File: config.mk
export PLATFORM = sky130hd
export DESIGN_NAME = mdio_master
export DESIGN_NICKNAME = d
export VERILOG_FILES = /design/src/rtl/mdio_master.sv
export SDC_FILE = /design/constraint.sdc
export NUM_CORES = 1
export LEC_CHECK = 0
export BUFFER_PORTS_ARGS = -buffer_cell sky130_fd_sc_hd__buf_2
export CORE_ASPECT_RATIO = 1.75
export CORE_MARGIN = 4
export CORE_UTILIZATION = 51
export CTS_BUF_LIST = sky130_fd_sc_hd__clkbuf_4 sky130_fd_sc_hd__clkbuf_8 sky130_fd_sc_hd__clkbuf_16
export DETAILED_ROUTE_END_ITERATION = 16
export PLACE_DENSITY_LB_ADDON = 0.05
export SLEW_MARGIN = 30
export SYNTH_ARGS = -nofsm -noshare
export SYNTH_HDL_FRONTEND = slang
export SYNTH_SLANG_ARGS = --single-unit
File: constraint.sdc
create_clock -name clk -period 2.3 [get_ports clk]
set_input_delay 0.345 -clock clk [delete_from_list [all_inputs] [get_ports clk]]
set_output_delay 0.345 -clock clk [all_outputs]
set_load 0.1 [all_outputs]
File: src/rtl/mdio_master.sv
module mdio_master #(
  parameter int DIV_W   = 8,
  parameter int PRE_LEN = 32,
  parameter int ADDR_W  = 5,
  parameter int DATA_W  = 16
) (
  input  logic              clk,
  input  logic              rst,
  input  logic [DIV_W-1:0]  div,
  input  logic              no_pre,
  input  logic [ADDR_W-1:0] phy_addr,
  input  logic [ADDR_W-1:0] reg_addr,
  input  logic [DATA_W-1:0] wr_data,
  input  logic              req_write,
  input  logic              req_read,
  input  logic              req_scan,
  output logic              mdc,
  output logic              mdio_o,
  output logic              mdio_oe,
  input  logic              mdio_i,
  output logic              busy,
  output logic [DATA_W-1:0] rd_data,
  output logic              rd_update,
  output logic              link_fail,
  output logic              scan_invalid,
  output logic              write_start,
  output logic              read_start
);

  localparam int FRM    = 6 + 2*ADDR_W + DATA_W;
  localparam int TOT    = PRE_LEN + FRM;
  localparam int PW     = $clog2(TOT + 1);
  localparam int TA_POS = PRE_LEN + 4 + 2*ADDR_W;
  localparam int D_POS  = TA_POS + 2;

  typedef enum logic [1:0] {OP_NONE, OP_WR, OP_RD, OP_SCAN} op_t;

  // clock divider
  logic [DIV_W-1:0] eff, hi_len, lo_len, cnt;
  logic tick, fall_ev, rise_ev;

  assign eff     = (div < DIV_W'(2)) ? DIV_W'(2) : div;
  assign hi_len  = eff >> 1;
  assign lo_len  = eff - hi_len;
  assign tick    = (cnt <= DIV_W'(1));
  assign fall_ev = tick & mdc;
  assign rise_ev = tick & ~mdc;

  always_ff @(posedge clk) begin
    if (rst) begin
      mdc <= 1'b0;
      cnt <= DIV_W'(1);
    end else if (tick) begin
      mdc <= ~mdc;
      cnt <= mdc ? lo_len : hi_len;
    end else begin
      cnt <= cnt - DIV_W'(1);
    end
  end

  // frame engine
  logic             busy_q, scanning;
  op_t              op_q, pick;
  logic [PW-1:0]    pos;
  logic [FRM-1:0]   frame;
  logic [DATA_W-1:0] rx;
  logic             last, can_start, is_wr;

  assign pick = req_write ? OP_WR : req_read ? OP_RD : req_scan ? OP_SCAN : OP_NONE;
  assign is_wr = (pick == OP_WR);
  assign last = busy_q && (pos == PW'(TOT-1));
  assign can_start = fall_ev && (!busy_q || last) && (pick != OP_NONE);

  always_ff @(posedge clk) begin
    if (rst) begin
      busy_q       <= 1'b0;
      scanning     <= 1'b0;
      op_q         <= OP_NONE;
      pos          <= '0;
      frame        <= '0;
      rx           <= '0;
      rd_data      <= '0;
      rd_update    <= 1'b0;
      link_fail    <= 1'b0;
      scan_invalid <= 1'b0;
      write_start  <= 1'b0;
      read_start   <= 1'b0;
    end else begin
      write_start <= 1'b0;
      read_start  <= 1'b0;
      rd_update   <= 1'b0;
      if (rise_ev && busy_q && op_q != OP_WR && pos >= PW'(D_POS))
        rx <= {rx[DATA_W-2:0], mdio_i};
      if (fall_ev) begin
        if (last) begin
          busy_q <= 1'b0;
          if (op_q != OP_WR) begin
            rd_data   <= rx;
            rd_update <= 1'b1;
          end
          if (op_q == OP_SCAN) begin
            link_fail    <= ~rx[2];
            scan_invalid <= 1'b0;
          end
        end else if (busy_q) begin
          pos <= pos + PW'(1);
          if (pos >= PW'(PRE_LEN)) frame <= frame << 1;
        end
        if (can_start) begin
          busy_q      <= 1'b1;
          op_q        <= pick;
          pos         <= no_pre ? PW'(PRE_LEN) : '0;
          frame       <= {2'b01, is_wr ? 2'b01 : 2'b10, phy_addr, reg_addr,
                          is_wr ? 2'b10 : 2'b11, is_wr ? wr_data : {DATA_W{1'b1}}};
          write_start <= is_wr;
          read_start  <= (pick == OP_RD);
          if (pick == OP_SCAN && !scanning) scan_invalid <= 1'b1;
          scanning    <= (pick == OP_SCAN);
        end else if (!busy_q || last) begin
          scanning <= 1'b0;
        end
      end
    end
  end

  assign busy    = busy_q;
  assign mdio_o  = !busy_q || pos < PW'(PRE_LEN) || frame[FRM-1];
  assign mdio_oe = busy_q && !(op_q != OP_WR && pos >= PW'(TA_POS));

  p_start_excl_r4: assert property (@(posedge clk) disable iff (rst)
    $onehot0({write_start, read_start}));
  p_start_busy_r4: assert property (@(posedge clk) disable iff (rst)
    (write_start || read_start) |=> busy);
  p_busy_on_fall_r8: assert property (@(posedge clk) disable iff (rst)
    $rose(busy) |-> $fell(mdc));
  p_data_edge_r6: assert property (@(posedge clk) disable iff (rst)
    (mdio_oe && $past(mdio_oe) && mdio_o != $past(mdio_o)) |-> $fell(mdc));
  p_upd_pulse_r5: assert property (@(posedge clk) disable iff (rst)
    rd_update |=> !rd_update);
  p_data_with_upd_r5: assert property (@(posedge clk) disable iff (rst)
    !$stable(rd_data) |-> rd_update);
  p_invalid_clear_r7: assert property (@(posedge clk) disable iff (rst)
    $fell(scan_invalid) |-> rd_update);

endmodule

==> Word level (Yosys, flattened, before mapping) <==
Cells that the tools add are included.
{ "word_totals": {"out_inout_bits": 25, "input_bits": 41, "regBits": 89} }
{ "op_classes": {"n_reduce_logical": 29, "n_eq_ne": 7, "bitwise_logic": 7, "addsub": 3, "n_mux": 26, "order_cmp": 6} }
{ "op_table": {"columns": ["cell", "n"], "rows": [
  ["$mux 32", 4],
  ["$mux 8", 3],
  ["$ge 7x6->1 const B", 3],
  ["$mux 7", 3],
  ["$mux 16", 1],
  ["$mux 1", 10],
  ["$reduce_bool 2->1", 5],
  ["$logic_and 1x1->1", 9],
  ["$reduce_and 3->1", 3],
  ["$le 8x1->1 const B", 1],
  ["$lt 8x2->1 const B", 1],
  ["$mux 2", 4],
  ["$sub 8x1->8 const B", 1],
  ["$sub 8x7->8", 1],
  ["$add 7x1->7 const B", 1],
  ["$eq 7x6->1 const B", 1],
  ["$lt 7x6->1 const B", 1],
  ["$eq 2x2->1 const B", 3],
  ["$mux 6", 1],
  ["$reduce_and 2->1", 3],
  ["$reduce_or 3->1", 2],
  ["$not 1->1", 5],
  ["$ne 2x1->1 const B", 2],
  ["$reduce_and 4->1", 1],
  ["4 further kinds", 9]
]} }

==> Depth between registers and ports, before layout <==
{ "logic_depth": {"depth_word": 7, "depth_mapped": 12, "ltp_nobuf": 12} }

==> Worst setup path after synthesis <==
No wires, ideal clock.
{ "synth_timing": {"path_kind": "reg2out", "startpoint": "register busy_q, in the netlist busy", "endpoint": "output port mdio_oe", "arrival_time_ns": 3.514, "stages_incl_launch_ff": 3, "path_buffers": 1, "slack_ns": -1.559, "path_cell_list": "dfxtp_1 -> buf_2 -> a21boi_0"} }
{ "synth_between": {"elab_chain_len": 1} }
{ "synth_lines": {"columns": ["item", "line_no", "text"], "rows": [
  ["from (decl)", "62", "logic busy_q, scanning;"],
  ["from (signal assigned)", "76", "busy_q <= 1'b0;"],
  ["from (signal assigned)", "96", "busy_q <= 1'b0;"],
  ["from (signal assigned)", "110", "busy_q <= 1'b1;"],
  ["$logic_and 1x1->1", "128", "assign mdio_oe = busy_q && !(op_q != OP_WR && pos >= PW'(TA_POS));"],
  ["to (decl)", "19", "output logic mdio_oe,"]
]} }
Every way passes these cells.

==> Final worst setup path <==
{ "layout_timing": {"startpoint": "input port div[7]", "endpoint": "register cnt[6]"} }
{ "layout_between": {"elab_chain_len": 5} }
{ "layout_lines": {"columns": ["item", "line_no", "text"], "rows": [
  ["from (decl)", "9", "input logic [DIV_W-1:0] div,"],
  ["$lt 8x2->1", "42", "assign eff = (div < DIV_W'(2)) ? DIV_W'(2) : div;"],
  ["$mux 8 *", "42", null],
  ["$sub 8x7->8", "44", "assign lo_len = eff - hi_len;"],
  ["$mux 8 *", "55", "cnt <= mdc ? lo_len : hi_len;"],
  ["$mux 8 *", "53", "end else if (tick) begin"],
  ["to (signal assigned)", "55", null],
  ["to (signal assigned)", "57", "cnt <= cnt - DIV_W'(1);"],
  ["to (decl)", "39", "logic [DIV_W-1:0] eff, hi_len, lo_len, cnt;"]
]} }
Every way passes the cells marked *; elsewhere a longest branch is shown, timed or not.
A chain may end at the register's enable or synchronous reset.

==> run summary <==
- result of the run: completed
- net count reported at finish: 616
- terminus of the critical flop-to-flop path: frame[4]
- cell with the largest stage delay on the worst path: sky130_fd_sc_hd__o31a_1
- arrival time of data at the critical path endpoint: 2430 ps
- post-placement worst setup slack: -227 ps
- clock transition at the register clock pins on the worst setup and hold paths after CTS: 70 ps
- RSZ-0062 raised after global routing: false
- r2r worst-path depth: 8
- clk_lat worst skew: 340 ps
- synthesized-area fraction occupied by xor and xnor cells: 1.62%
- Achievable Freq: 0.463 GHz
- CTS Buf Count: 9
- largest driver fanout on the critical path: 3
- Cell Area, Synth: 4340 sq um
- maxcap violations: 0
- Total Negative Setup Slacks: 0 ps
- required arrival time at the worst endpoint: 2570 ps
- vias in the first global route: 3579
- family of cells with the greatest summed delay on the critical path: compound AO/OA/AOI/OAI gates
- final period demand of the worst path: 2160 ps
- synthesized instance count: 484
- logic depth of the worst path, buffers included: 13
- startpoint types: input port
- critical path's largest stage delay: 300 ps
- overflow left after global routing: 0
- CTS tree: yes
- sequential element share of the synthesized area: 41.1%
- share of layout cells above drive strength 1: 27.2%
- main combinational cell family by area after synthesis: simple AND/OR/NAND/NOR gates
- number of routed nets with antenna violations: 0
- Final setup violation count: 0
- area overhead of the layout relative to synthesis: 22.9%
- mean area per synthesized cell: 8.96 sq um
- number of detailed-route iterations in the first pass: 4
- worst IR drop on VDD: 0.000516 V
- hpwl dp: 7050 um
- global-route wire length before repair: 16700 um
- per-cell via count in the routed design: 5.49
- detail-routed net length per standard cell: 14.4 um
- Starting DRT DRC Count: 122
- Critical path destination: cnt[6]
- # DRC: 0
- standard cell core area: 8310 sq um
- horizontal die dimension: 77.7 um
- io pins: 66
- most common cell after layout, fill and taps aside: sky130_fd_sc_hd__dfxtp_1
- proportion of synthesized area in mux cells: 8.34%
- share of flip-flops with an asynchronous set or reset: 0%
- crit end category: flop
- post-placement cell area: 5000 sq um
- number of buffers inserted for hold repair after clock tree synthesis: 0
- crit-path most repeated cell: sky130_fd_sc_hd__inv_1
- Final Hold Vio Count: 0
- part of the cycle the worst path needs: 93.9%
- total power density per cell area: 855 nW/um^2
- clock skew: 5.33 ps
- static leakage: 2.01 nW
- count of cell types in the netlist: 60
- floorplan die area: 10100 sq um
- Max-Slew Margin vs Limit: 67.6%
- cell-by-cell trace of the critical path: buf_2, inv_1, ha_1, nor4b_4, a31oi_2, inv_1, ha_2, fa_2, nor2b_1, o31a_1, o21a_1, o21ai_0, nor3b_2
- fraction of the mapped netlist area in simple logic gates: 21.3%
- final critical-path setup slack: 140 ps
- largest buffer count on any clock path: 2
- first element of the critical path: div[7]
- count of final max-slew check failures: 0
- Warnings, synthesis: 0
- commonest cells after routing, fill and taps aside: sky130_fd_sc_hd__dfxtp_1, sky130_fd_sc_hd__nor2_1, sky130_fd_sc_hd__buf_2
- synthesized netlist net count: 538
- R2R setup slack: 190 ps
- antenna violations before repair: 0
- overall routed net length: 9810 um
- Layout fillers: 737
- fin area: 5330 sq um
- type of the most critical hold path: in -> reg
- critical path class: in -> reg
- number of cell rows: 44
- number of gates resized after CTS: 0
- share of the synthesized area in compound gates (AO/OA/AOI/OAI): 18.4%
- post-synthesis share of cell area spent on full adders, half adders and majority gates: 3.92%
- H-tree levels: 3
- total routing usage reported by global routing: 20.4%
- cell at the root of the clock tree: sky130_fd_sc_hd__clkbuf_16
- Initial Utilization: 52.2%
- worst path bufs/invs: 3
- top flip-flop cell by instance count after synthesis: sky130_fd_sc_hd__dfxtp_1
- number of synthesized flops with an enable pin: 0
- total of flip-flops plus latches after synthesis: 89
- reg-to-reg startpoint: cnt[0]
- total via count in the routed design: 3745
- Antenna diodes: 0
- largest net degree at the start of global routing: 71
- total clock sinks: 89
- GP Congestion: 0.876
- slew at the pin closest to its max-slew limit: 479 ps
- Post-CTS Setup Bufs: 0
- total of buffers placed on input and output ports: 65
- die height: 130 um
## cells by family (layout without fill, tap and decap cells)
kind of cell	Yosys count	after routing
multiplexers	36	36
XOR/XNOR	8	8
AO/OA/AOI/OAI	108	108
AND/OR/NAND/NOR	181	181
buffers and inverters	49	132
adder cells (fa/ha/maj)	13	13
flip-flops	89	89
## through the flow
step	std cells	hold WS (ps)	utilization (%)	total power [mW]
finish	682	251	64.1	4.56
global route	682	259	64.1	4.80
CTS	682	236	63.9	4.59
detailed placement	666	456	60.1	3.07
global placement	666	452	60.1	3.05
floorplan	484	440	-	2.74
## cells in the mapped netlist (3+ instances only)
cell | number | share of area, %
sky130_fd_sc_hd__dfxtp_1 | 89 | 41
sky130_fd_sc_hd__nor2_1 | 69 | 6.0
sky130_fd_sc_hd__nand2_1 | 51 | 4.4
sky130_fd_sc_hd__mux2i_1 | 35 | 8.1
sky130_fd_sc_hd__o22ai_1 | 23 | 3.3
sky130_fd_sc_hd__a21oi_1 | 17 | 2.0
sky130_fd_sc_hd__clkbuf_1 | 17 | 1.5
sky130_fd_sc_hd__inv_1 | 17 | 1.5
sky130_fd_sc_hd__nor3_1 | 16 | 1.8
sky130_fd_sc_hd__ha_1 | 12 | 3.5
sky130_fd_sc_hd__a211oi_1 | 11 | 1.9
sky130_fd_sc_hd__a311oi_1 | 10 | 2.0
sky130_fd_sc_hd__nand3_1 | 9 | 1.0
sky130_fd_sc_hd__o21ai_0 | 9 | 1.0
sky130_fd_sc_hd__buf_2 | 8 | 0.92
sky130_fd_sc_hd__o22ai_2 | 8 | 2.3
sky130_fd_sc_hd__a31oi_1 | 6 | 0.87
sky130_fd_sc_hd__xnor2_1 | 6 | 1.2
sky130_fd_sc_hd__buf_6 | 4 | 1.0
sky130_fd_sc_hd__nor2b_1 | 4 | 0.58
sky130_fd_sc_hd__o21a_1 | 4 | 0.69
sky130_fd_sc_hd__or2_2 | 4 | 0.58
sky130_fd_sc_hd__nand2b_1 | 3 | 0.43
sky130_fd_sc_hd__nor3_4 | 3 | 1.1
sky130_fd_sc_hd__o32ai_1 | 3 | 0.61
sky130_fd_sc_hd__or3_1 | 3 | 0.43
## where the power goes
| part | switching, mW | total [mW] | leakage [nW] | internal [mW] |
|---|---|---|---|---|
| Combinational | 0.743 | 1.27 | 1.13 | 0.522 |
| Clock | 0.626 | 1.51 | 0.155 | 0.886 |
| Sequential | 0.121 | 1.78 | 0.720 | 1.66 |
## worst min path at each step
stage,startpoint,to,slack [ps],cells after the start
after floorplan,frame[31],frame[31],440,2
after global placement,frame[31],frame[31],450,2
after detailed placement,frame[31],frame[31],460,2
after CTS,req_read,op_q[0],240,2
after global routing,mdio_i,rx[0],260,3
final,mdio_i,rx[0],250,3
## tightest hold or removal path: cells and delay by family
family                 cells  cell delay [ps]
buffers and inverters      1               90
muxes                      1               60
and+or+nand+nor            1               70
## final cells by class
type                    instances  area (sq um)  area share [%]
multi-input cells             346          2390            44.9
repair buffers                 98           627            11.8
inverters                      18          67.6            1.27
clock inverters                 6          72.6            1.36
flip-flops and latches         89          1790            33.5
well taps                     115           144            2.70
clock buffers                  10           239            4.48
## metal layers
| layer | up-vias | GRT usage (%) | wire, um |
|---|---|---|---|
| met1 | 1780 | 24.1 | 4110 |
| met2 | 68 | 35.6 | 5140 |
| met5 | - | 0 | 0 |
| met4 | 0 | 8.81 | 164 |
| met3 | 13 | 4.14 | 391 |
| li1 | 1884 | - | - |
## sequential cells by signal (all words and copies together) (netlist names)
register,count
frame,32
cnt,8
link_fail,1
mdc,1
write_start,1
scanning,1
busy,1
rx,16
op_q,2
rd_update,1
scan_invalid,1
read_start,1
pos,7
rd_data,16
No activity file was read; power rests on OpenSTA's default activity.
